===== src/rtl/aluFlagPkg.sv =====
package aluFlagPkg;
  localparam int DATA_W    = 32;
  localparam int STATUS_W  = 16;
  localparam int NUM_LANES = 3;

  localparam int CF_POS = 0;
  localparam int PF_POS = 2;
  localparam int AF_POS = 4;
  localparam int ZF_POS = 6;
  localparam int SF_POS = 7;
  localparam int OF_POS = 11;

  typedef enum logic [1:0] {
    SZ_BYTE = 2'b00,
    SZ_HALF = 2'b01,
    SZ_WORD = 2'b10,
    SZ_RSVD = 2'b11
  } sizeSel_e;

  typedef struct packed {
    logic                 isSub;
    logic [NUM_LANES-1:0] laneSel;
  } flagStrobes_t;

  localparam logic [STATUS_W-1:0] FLAG_MASK =
    STATUS_W'((1 << CF_POS) | (1 << PF_POS) | (1 << AF_POS) |
              (1 << ZF_POS) | (1 << SF_POS) | (1 << OF_POS));
endpackage


===== src/rtl/aluFlagCtrl.sv =====
module aluFlagCtrl
  import aluFlagPkg::*;
(
  input  logic         opSub,
  input  logic [1:0]   opSize,
  output flagStrobes_t strobes
);
  always_comb begin
    strobes.isSub   = opSub;
    strobes.laneSel = '0;
    unique case (sizeSel_e'(opSize))
      SZ_BYTE: strobes.laneSel[0] = 1'b1;
      SZ_HALF: strobes.laneSel[1] = 1'b1;
      SZ_WORD,
      SZ_RSVD: strobes.laneSel[2] = 1'b1;
      default: strobes.laneSel[2] = 1'b1;
    endcase
  end
endmodule


===== src/rtl/aluFlagDatapath.sv =====
module aluFlagDatapath
  import aluFlagPkg::*;
#(
  parameter int WIDTH = DATA_W
) (
  input  logic [WIDTH-1:0]    opA,
  input  logic [WIDTH-1:0]    opB,
  input  logic [WIDTH-1:0]    result,
  input  logic [WIDTH-1:0]    carryChain,
  input  flagStrobes_t        strobes,
  output logic [STATUS_W-1:0] statusWord
);
  logic [NUM_LANES-1:0] laneSignA, laneSignB, laneSignR, laneCarry, laneZero;

  for (genvar k = 0; k < NUM_LANES; k++) begin : g_lane
    localparam int LANE_W = 8 << k;
    assign laneSignA[k] = opA[LANE_W-1];
    assign laneSignB[k] = opB[LANE_W-1];
    assign laneSignR[k] = result[LANE_W-1];
    assign laneCarry[k] = carryChain[LANE_W-1];
    assign laneZero[k]  = (result[LANE_W-1:0] == '0);
  end

  logic signA, signB, signR, carryTop, zeroSel, sameSign;
  logic cf, of, sf, zf, af, pf;

  always_comb begin
    signA    = |(laneSignA & strobes.laneSel);
    signB    = |(laneSignB & strobes.laneSel);
    signR    = |(laneSignR & strobes.laneSel);
    carryTop = |(laneCarry & strobes.laneSel);
    zeroSel  = |(laneZero  & strobes.laneSel);

    sameSign = strobes.isSub ? (signA != signB) : (signA == signB);

    cf = carryTop ^ strobes.isSub;
    af = carryChain[3] ^ strobes.isSub;
    of = sameSign && (signR != signA);
    sf = signR;
    zf = zeroSel;
    pf = ~^result[7:0];

    statusWord         = '0;
    statusWord[CF_POS] = cf;
    statusWord[PF_POS] = pf;
    statusWord[AF_POS] = af;
    statusWord[ZF_POS] = zf;
    statusWord[SF_POS] = sf;
    statusWord[OF_POS] = of;
  end
endmodule


===== src/rtl/aluFlagGen.sv =====
module aluFlagGen
  import aluFlagPkg::*;
(
  input  logic [31:0] opA,
  input  logic [31:0] opB,
  input  logic [31:0] result,
  input  logic [31:0] carryChain,
  input  logic        opSub,
  input  logic [1:0]  opSize,
  output logic [15:0] statusWord
);
  flagStrobes_t strobes;

  aluFlagCtrl u_ctrl (
    .opSub   (opSub),
    .opSize  (opSize),
    .strobes (strobes)
  );

  aluFlagDatapath #(.WIDTH(DATA_W)) u_dp (
    .opA        (opA),
    .opB        (opB),
    .result     (result),
    .carryChain (carryChain),
    .strobes    (strobes),
    .statusWord (statusWord)
  );
endmodule


===== config.mk =====
export PLATFORM = sky130hd
export DESIGN_NAME = aluFlagGen
export DESIGN_NICKNAME = d
export VERILOG_FILES = /design/src/rtl/aluFlagPkg.sv /design/src/rtl/aluFlagCtrl.sv /design/src/rtl/aluFlagDatapath.sv /design/src/rtl/aluFlagGen.sv
export SDC_FILE = /design/constraint.sdc
export NUM_CORES = 1
export LEC_CHECK = 0
export BUFFER_PORTS_ARGS = -buffer_cell sky130_fd_sc_hd__buf_4
export CAP_MARGIN = 20
export CORE_AREA = 2 2 58 60
export DETAILED_ROUTE_END_ITERATION = 7
export DIE_AREA = 0 0 60 62
export PLACE_DENSITY = 0.67
export SLEW_MARGIN = 20
export SYNTH_ARGS = -nofsm -noshare
export SYNTH_HDL_FRONTEND = slang
export SYNTH_HIERARCHICAL = 1
export SYNTH_SLANG_ARGS = --single-unit

===== constraint.sdc =====
create_clock -name vclk -period 2
set_input_delay 0.1 -clock vclk [all_inputs]
set_output_delay 0.1 -clock vclk [all_outputs]
set_load 0.01 [all_outputs]

==> flow_summary.ini <==
[yosys]
synthesis.area_um2 = 434
synthCells = 60
ys_seq_area_frac = 0
syn_area_per_cell_um2 = 7.24
ys_top_cells_by_area = buf_4, ha_1, xnor2_1
ys_types = 24
synth_top_area_cell = buf_4
ys_warn_count = 6
synth.top_cell.area_share = 0.294

[floorplanning]
start_util = 0.137
die_w_um = 60
ios = 147
dieArea_mm2 = 0.00372
core-area_mm2 = 0.00318
fp-row-count = 21
die_h_um = 62

[cells_and_area]
fill_cells = 364
nNetsFinal = 240
fin_area_um2 = 785
nClkBuffers = 0
post-route-util = 0.247
design.seq.count = 0
syn_to_final_growth_pct = 80.7
seq_area_um2 = 0
drive_gt1_frac = 0.544
antenna_cells = 0

[timing]
drv_slew = 0
timing.final.crit_period_ns = 1.52
rsz0062_at_grt = no
post-route-period-util = 0.760
max_freq_ghz = 0.658
setup-tns-final_ns = 0
hold_viol_final = 0
setup_viol = 0

[critical_path]
crit_arrival_ns = 1.42
required_ns = 1.90
timing.critical_path.fanout_max = 7
crit_path_end_kind = output port
criticalPathCategory = in2out
crit_path_start_kind = primary input

[route]
num_vias = 512
routed_wl_um = 1220
first_pass_iters = 4
drc_errors = 0
viasPerCell = 3.44
drtIter0Drc = 23
final_antenna_net_count = 0
detail_route.wl_per_cell_um = 8.18

[placement]
gp_routability_congestion = 0.611
placed_area_um2 = 785
place_hpwl_um = 1180
io_buffers = 51

[grt]
grt_max_degree = 8
grt_pass1_wl_um = 1560
antenna_found_initial = 0
use_met2 = 0.0885
met1_usage = 0.0714
grtUsageMet3 = 0.0166
grt_usage = 0.0529
grt-busiest-layer = met2
first_global_vias = 398
gr-total-overflow = 0

[clocking]
hold_buffers = 0
cts_setup_buffers = 0
cts_resized = 0

[power]
p_leak_nw = 0.419
power_w = 0.000173
peakVddDrop_uv = 118
powerDensity_mw_per_mm2 = 220

[min_path]
hold_path_class = in2out

[run_status]
status = finished clean

[job]
cap_viol_max_count = 0
[stage by stage]
step	setup slack, ns	instances	hold WS (ns)
2_1_floorplan	0.682	69	0.371
3_3_place_gp	0.476	149	0.465
3_5_place_dp	0.481	149	0.468
4_1_cts	0.481	149	0.468
5_1_grt	0.390	149	0.503
6_report	0.480	149	0.466
[cell usage in the layout, fill, tap and decap left out, types with 2 or more instances in the layout]
master | Yosys | final
a222oi_1 | 3 | 3
buf_4 | 17 | 52
conb_1 | 1 | 10
ha_1 | 4 | 4
inv_1 | 8 | 8
nand2_1 | 3 | 3
nand4_1 | 2 | 2
nor4_2 | 2 | 2
xnor2_1 | 4 | 4
xor2_1 | 2 | 2
[critical path, cell delays in order]
cell and delay [ns]:
buf_4 0.13, nor2b_1 0.31, a222oi_1 0.16, xor2_1 0.17, or3_1 0.35, nand2_1 0.07, buf_4 0.11
[final cells by class]
class	count	area [µm²]	area share
multi-input combinational	43	307	0.391
timing repair buffer	52	390	0.498
tap	46	57.6	0.0734
inverter	8	30.0	0.0383
[routing by layer]
metal	share of wire	vias up
met1	0.39	207
met3	0.16	0
met2	0.46	36
li1	-	269
met4	0	0
met5	0	-
[cell families after synthesis]
logic type / share of synthesized area
buf+inv: 0.372
simple gates: 0.271
compound gates: 0.112
xor+xnor: 0.121
fa+ha+maj: 0.115
other cells: 0.00864
[synthesized netlist by cell type, drive strengths merged, types with 2 or more instances]
| cell type | n |
|---|---|
| nor4 | 3 |
| a222oi | 3 |
| nand4 | 2 |
| inv | 8 |
| nor3 | 2 |
| xnor2 | 4 |
| xor2 | 2 |
| nand2 | 3 |
| buf | 17 |
| ha | 4 |
[path summary, 6_finish.rpt]
check	from	end	slack, ns	cells after the start
min	carryChain[3]	statusWord[4]	0.47	3
max	opSize[1]	statusWord[11]	0.48	7
[where the power goes]
group          leakage [nW]  internal (W)  switching (W)
Sequential                0             0              0
Combinational         0.419      0.000106      0.0000664
Clock                     0             0              0
Total                 0.419      0.000106      0.0000664
Power figures use the tool's default switching activity.
